### config.mk
export PLATFORM = sky130hd
export DESIGN_NAME = card_id_fsm
export DESIGN_NICKNAME = d
export VERILOG_FILES = /design/src/rtl/card_id_pkg.sv /design/src/rtl/cid_cmd_decode.sv /design/src/rtl/cid_pwrup_cnt.sv /design/src/rtl/card_id_fsm.sv
export SDC_FILE = /design/constraint.sdc
export NUM_CORES = 1
export LEC_CHECK = 0
export BUFFER_PORTS_ARGS = -buffer_cell sky130_fd_sc_hd__clkbuf_2
export CORE_MARGIN = 3
export CORE_UTILIZATION = 40
export DETAILED_ROUTE_END_ITERATION = 10
export PLACE_DENSITY = 0.73
export SLEW_MARGIN = 15
export SYNTH_ARGS = -nofsm -noshare
export SYNTH_HDL_FRONTEND = slang
export SYNTH_SLANG_ARGS = --single-unit
### constraint.sdc
create_clock -name clk -period 2.33 [get_ports clk]
set_clock_uncertainty 0.1 [all_clocks]
set_input_delay 0.233 -clock clk [delete_from_list [all_inputs] [get_ports clk]]
set_output_delay 0.233 -clock clk [all_outputs]
set_load 0.02 [all_outputs]
### src/rtl/card_id_pkg.sv
package card_id_pkg;
    typedef enum logic [3:0] {
        ST_IDLE     = 4'd0,
        ST_READY    = 4'd1,
        ST_IDENT    = 4'd2,
        ST_STBY     = 4'd3,
        ST_TRAN     = 4'd4,
        ST_INACTIVE = 4'd15
    } card_state_e;

    typedef enum logic [1:0] {
        RSP_NONE = 2'd0,
        RSP_R1   = 2'd1,
        RSP_R2   = 2'd2,
        RSP_R3   = 2'd3
    } rsp_kind_e;

    localparam logic [5:0] IDX_GO_IDLE  = 6'd0;
    localparam logic [5:0] IDX_OP_COND  = 6'd1;
    localparam logic [5:0] IDX_SEND_ID  = 6'd2;
    localparam logic [5:0] IDX_SET_ADDR = 6'd3;
    localparam logic [5:0] IDX_SELECT   = 6'd7;
endpackage

### src/rtl/cid_cmd_decode.sv
module cid_cmd_decode
    import card_id_pkg::*;
(
    input  logic       cmd_valid,
    input  logic [5:0] cmd_index,
    input  logic       cmd_crc_ok,
    output logic       cmd_ok,
    output logic       is_go_idle,
    output logic       is_op_cond,
    output logic       is_send_id,
    output logic       is_set_addr,
    output logic       is_select
);
    // A CRC failure makes the command invisible to everything downstream.
    assign cmd_ok      = cmd_valid & cmd_crc_ok;
    assign is_go_idle  = cmd_ok & (cmd_index == IDX_GO_IDLE);
    assign is_op_cond  = cmd_ok & (cmd_index == IDX_OP_COND);
    assign is_send_id  = cmd_ok & (cmd_index == IDX_SEND_ID);
    assign is_set_addr = cmd_ok & (cmd_index == IDX_SET_ADDR);
    assign is_select   = cmd_ok & (cmd_index == IDX_SELECT);
endmodule

### src/rtl/cid_pwrup_cnt.sv
module cid_pwrup_cnt #(
    parameter int BUSY_POLLS = 3
) (
    input  logic clk,
    input  logic rst_n,
    input  logic poll,
    output logic done
);
    localparam int CW = $clog2(BUSY_POLLS + 1) + 1;
    localparam logic [CW-1:0] LIMIT = CW'(BUSY_POLLS);

    logic [CW-1:0] cnt_q;

    // Saturating poll counter; only a power cycle restarts it.
    always_ff @(posedge clk or negedge rst_n) begin
        if (!rst_n)
            cnt_q <= '0;
        else if (poll && cnt_q != LIMIT)
            cnt_q <= cnt_q + 1'b1;
    end

    assign done = (cnt_q == LIMIT);
endmodule

### src/rtl/card_id_fsm.sv
module card_id_fsm
    import card_id_pkg::*;
#(
    parameter int          BUSY_POLLS = 3,
    parameter logic [31:0] VOLT_MASK  = 32'h00FF_8000,
    parameter int          ADDR_W     = 16
) (
    input  logic        clk,
    input  logic        rst_n,
    input  logic        cmd_valid,
    input  logic [5:0]  cmd_index,
    input  logic [31:0] cmd_arg,
    input  logic        cmd_crc_ok,
    input  logic        cid_done,
    input  logic        arb_lost,
    output logic [3:0]  card_state,
    output logic [31:0] status,
    output logic        rsp_valid,
    output logic [1:0]  rsp_type,
    output logic        ocr_pwr_up
);
    localparam int ST_LSB = 9;
    localparam int ST_W   = 4;

    logic cmd_ok, is_go_idle, is_op_cond, is_send_id, is_set_addr, is_select;
    logic poll, pwr_done, volt_ok, addr_hit;

    card_state_e        st_q, st_d;
    logic [ADDR_W-1:0]  addr_q, addr_d;
    logic               pend_q, pend_d;
    rsp_kind_e          rsp_d;
    logic               pwr_d;

    cid_cmd_decode u_dec (
        .cmd_valid  (cmd_valid),
        .cmd_index  (cmd_index),
        .cmd_crc_ok (cmd_crc_ok),
        .cmd_ok     (cmd_ok),
        .is_go_idle (is_go_idle),
        .is_op_cond (is_op_cond),
        .is_send_id (is_send_id),
        .is_set_addr(is_set_addr),
        .is_select  (is_select)
    );

    cid_pwrup_cnt #(.BUSY_POLLS(BUSY_POLLS)) u_pwr (
        .clk  (clk),
        .rst_n(rst_n),
        .poll (poll),
        .done (pwr_done)
    );

    assign volt_ok  = |(cmd_arg & VOLT_MASK);
    assign addr_hit = (cmd_arg[31 -: ADDR_W] == addr_q);

    // Next state, address, pending transfer and response request.
    always_comb begin
        st_d   = st_q;
        addr_d = addr_q;
        pend_d = cmd_ok ? 1'b0 : pend_q;
        rsp_d  = RSP_NONE;
        pwr_d  = 1'b0;
        poll   = 1'b0;
        unique case (st_q)
            ST_IDLE: begin
                if (is_go_idle) begin
                    addr_d = '0;
                end else if (is_op_cond) begin
                    if (!volt_ok) begin
                        st_d = ST_INACTIVE;
                    end else begin
                        poll  = 1'b1;
                        rsp_d = RSP_R3;
                        pwr_d = pwr_done;
                        if (pwr_done) st_d = ST_READY;
                    end
                end
            end
            ST_READY: begin
                if (is_go_idle) begin
                    st_d   = ST_IDLE;
                    addr_d = '0;
                end else if (is_send_id) begin
                    rsp_d  = RSP_R2;
                    pend_d = 1'b1;
                end else if (!cmd_ok && pend_q) begin
                    if (cid_done) begin
                        st_d   = ST_IDENT;
                        pend_d = 1'b0;
                    end else if (arb_lost) begin
                        pend_d = 1'b0;
                    end
                end
            end
            ST_IDENT: begin
                if (is_go_idle) begin
                    st_d   = ST_IDLE;
                    addr_d = '0;
                end else if (is_set_addr) begin
                    st_d   = ST_STBY;
                    addr_d = cmd_arg[31 -: ADDR_W];
                    rsp_d  = RSP_R1;
                end
            end
            ST_STBY: begin
                if (is_go_idle) begin
                    st_d   = ST_IDLE;
                    addr_d = '0;
                end else if (is_select && addr_hit) begin
                    st_d  = ST_TRAN;
                    rsp_d = RSP_R1;
                end
            end
            ST_TRAN: begin
                if (is_go_idle) begin
                    st_d   = ST_IDLE;
                    addr_d = '0;
                end else if (is_select && !addr_hit) begin
                    st_d = ST_STBY;
                end
            end
            ST_INACTIVE: begin
                st_d = ST_INACTIVE;
            end
            default: st_d = ST_IDLE;
        endcase
    end

    // State register.
    always_ff @(posedge clk or negedge rst_n) begin
        if (!rst_n) begin
            st_q   <= ST_IDLE;
            addr_q <= '0;
            pend_q <= 1'b0;
        end else begin
            st_q   <= st_d;
            addr_q <= addr_d;
            pend_q <= pend_d;
        end
    end

    // Registered response outputs.
    always_ff @(posedge clk or negedge rst_n) begin
        if (!rst_n) begin
            rsp_valid  <= 1'b0;
            rsp_type   <= RSP_NONE;
            ocr_pwr_up <= 1'b0;
        end else begin
            rsp_valid  <= (rsp_d != RSP_NONE);
            rsp_type   <= rsp_d;
            ocr_pwr_up <= pwr_d;
        end
    end

    assign card_state = st_q;
    always_comb begin
        status = '0;
        status[ST_LSB +: ST_W] = st_q;
    end
endmodule

==> results_dict.tcl <==
set metrics [dict create \
    cts_sinks 28 \
    layout-drive-gt1-share 0.262 \
    finalWirelength_microns 4000 \
    power.combinational.fraction 0.302 \
    critPathRequiredTime_ns 2.41 \
    clock.fmax_mhz 472 \
    reg2reg_slack_ns 0.21 \
    r2r_depth 4 \
    slew_violations 0 \
    insertion_delay_ns 0.27 \
    nature_of_the_critical_path_startpoint "flop" \
    synth-warning-count 0 \
    cts_max_path_buffers 2 \
    ys_seq_elements 28 \
    sequential_cell_area_sq_um 701 \
    cts_tree "yes" \
    final_report_setup_violation_count 0 \
    min_delay_path_depth 2 \
    drt_first_pass_iters 4 \
    maxCapViolCount 0 \
    floorplan.initialDensity 0.433 \
    finalSetupTns_ns 0 \
    globalRouteOverflowTotal 0 \
    detailed_place_hpwl_microns 3060 \
    whs_endpoint "addr_q[13]$_DFFE_PN0P_" \
    synthMostInstantiatedCell "sky130_fd_sc_hd__buf_4" \
    detailedPlace.worstSlack_ns 0.0925 \
    seqPwrFrac 0.413 \
    grt_pass1_vias 1444 \
    post_synth_inst_count 204 \
    clock_tree.htree_level_count 1 \
    detail_route.vias_per_cell 5.08 \
    global_route_wire_length_before_repair_microns 6560 \
    worstHoldStart "cmd_arg[29]" \
    critical_path_class "reg -> reg" \
    timing.critical_path.fanout_max 13 \
    nNetsFinal 295 \
    num_vias 1591 \
    p_clk_frac 0.285 \
    wire_per_inst_microns 12.8 \
    dieHeight_microns 76.3 \
    n_fill_cell 451 \
    max_slew.worst_pin.slew_ns 0.683 \
    n_antenna_cell 0 \
    dr.first_iter.drc_count 44 \
    power_switching_share 0.311 \
    final_cell_count_no_fill 313 \
    final.setup.worst_slack_ns 0.211 \
    postSynth.topFlopCell "sky130_fd_sc_hd__dfrtp_1" \
    antenna_found_initial 0 \
    synth_largest_area_cell "sky130_fd_sc_hd__dfrtp_1" \
    fin_crit_ns 2.12 \
    hold_class "in -> reg" \
    die_width_microns 76.3 \
    io_pins 84 \
    critical_path_arrival_ns 2.20 \
    hold_violations_final 0 \
    p_leak_nw 1.08 \
    clock_root_buffer_master "sky130_fd_sc_hd__clkbuf_8" \
    netlist_area_sq_mm 0.00198 \
    dp.cells 308 \
    worst_setup_path_end_kind "flop" \
    power_density_mw_per_mm2 585 \
    number_of_buffers_inserted_by_post_cts_setup_repair 0 \
    final_min_period_over_clock_period 0.909 \
    p_sw_mw 0.411 \
    cts_inserted_buffers 3 \
    worstReg2RegStart "card_state[0]$_DFFE_PN0P_" \
    slew_headroom 0.545 \
    unique_masters_post_synth 50 \
    numPortBuffers 40 \
    gp_congestion 0.874 \
    critical_path.reg2reg.endpoint "card_state[1]$_DFFE_PN0P_" \
    row_cnt 24 \
    post_drt_antenna_nets 0 \
    internal-power_mw 0.910 \
    clk_pin_slew_ns 0.09 \
    synthArstFlopShare 1.00 \
    grt_max_degree 29 \
    global_route.usage.total 0.134 \
    synth_commonest_cells "32 x sky130_fd_sc_hd__buf_4, 28 x sky130_fd_sc_hd__dfrtp_1, 17 x sky130_fd_sc_hd__xnor2_1, 16 x sky130_fd_sc_hd__a22o_1, 9 x sky130_fd_sc_hd__o21ai_0" \
    post_synth_main_area_contributors "sky130_fd_sc_hd__dfrtp_1 35%, sky130_fd_sc_hd__buf_4 12%, sky130_fd_sc_hd__xnor2_1 7.5%" \
    peakVddDrop_uv 508 \
    multi_input_area_sq_mm 0.00106 \
    die-area_sq_mm 0.00582 \
    area.growth.synth_to_final_pct 14.4 \
    status "completed" \
    ys_seq_area_frac 0.354 \
    synth_largest_type_area_fraction 0.354 \
    syn_area_per_cell_sq_um 9.69 \
    post-route-drc-count 0 \
    rsz_0062_raised_after_global_routing "false" \
    coreArea_sq_mm 0.00456 \
    synth-edff-count 0 \
]
-- cell families after synthesis --
family	count (synthesis)	synth area share
and+or+nand+nor	56	0.180
AOI/OAI and AO/OA	47	0.178
buffers and inverters	45	0.158
DFF	28	0.354
xor gates and xnor gates	19	0.0842
muxes	5	0.0259
adders and majority gates	3	0.0177
other	1	0.00190
-- placed cells by master (no fill, tap or decap), types with 6 or more instances in the layout --
master	n
sky130_fd_sc_hd__clkbuf_2	40
sky130_fd_sc_hd__conb_1	28
sky130_fd_sc_hd__dfrtp_1	28
sky130_fd_sc_hd__xnor2_1	17
sky130_fd_sc_hd__a22o_1	16
sky130_fd_sc_hd__buf_4	14
sky130_fd_sc_hd__o21ai_0	9
sky130_fd_sc_hd__or3_1	6
sky130_fd_sc_hd__nor2_1	6
sky130_fd_sc_hd__nor4_1	6
-- registers in the layout (all words and copies together), names as in the netlist --
register / cells
addr_q: 16
card_state: 4
u_pwr.cnt_q: 3
rsp_type: 2
ocr_pwr_up: 1
pend_q: 1
rsp_valid: 1
-- through the flow --
step | total power [mW] | hold WS, ns | util | area [sq um]
after floorplan | 0.880 | -0.163 | - | 2080
after global placement | 0.945 | 0.208 | 0.478 | 2180
after detailed placement | 0.950 | 0.202 | 0.478 | 2180
after CTS | 1.33 | 0.0980 | 0.495 | 2260
after global routing | 1.40 | 0.0989 | 0.495 | 2260
final | 1.32 | 0.103 | 0.495 | 2260
-- final cells by class --
cell class / count / share of cell area
clock buffer: 3 / 0.0183
clock inverter: 1 / 0.0133
inverter: 2 / 0.00332
multi-input combinational: 158 / 0.471
sequential: 28 / 0.310
tap: 65 / 0.0360
timing repair buffer: 56 / 0.148
-- how the worst max path moves through the flow --
stage                                      to                       from  cells after the start  slack [ns]
global placement        addr_q[5]$_DFFE_PN0P_               cmd_index[5]                      6        0.11
floorplan              addr_q[15]$_DFFE_PN0P_               cmd_index[5]                      9        0.03
global route        card_state[1]$_DFFE_PN0P_  card_state[0]$_DFFE_PN0P_                      4        0.07
detailed placement      addr_q[3]$_DFFE_PN0P_               cmd_index[5]                      6        0.09
finish              card_state[1]$_DFFE_PN0P_  card_state[0]$_DFFE_PN0P_                      4        0.21
CTS                 card_state[0]$_DFFE_PN0P_  card_state[1]$_DFFE_PN0P_                      5        0.19
-- repair_timing --
item	in CTS	in global routing
endpoints found under the setup margin	0	1
gates resized for setup	0	1
hold buffers	1	0
endpoints found under the hold margin	28	0
-- power groups by stage --
stage	Sequential (mW)	Clock (mW)	Combinational (mW)
2_1_floorplan	0.553	0	0.327
3_3_place_gp	0.554	0	0.391
3_5_place_dp	0.554	0	0.396
4_1_cts	0.545	0.390	0.399
5_1_grt	0.550	0.409	0.444
6_report	0.545	0.376	0.400
-- layer usage --
layer  share of wire  track usage  wire length [microns]  vias to the layer above
li1                -            -                      -                      775
met1            0.46        0.181                   1830                      759
met2            0.47        0.222                   1890                       55
met3           0.068       0.0331                    271                        2
met4          0.0025       0.0217                     10                        0
met5               0            0                      0                        -
-- critical path, cell delays in order, from the launching register on --
cell and delay [ns]:
sky130_fd_sc_hd__dfrtp_1 0.53, sky130_fd_sc_hd__or4_1 0.62, sky130_fd_sc_hd__o21ai_0 0.36, sky130_fd_sc_hd__o211ai_1 0.16, sky130_fd_sc_hd__a311oi_1 0.26
(Power assumes the default switching activity.)
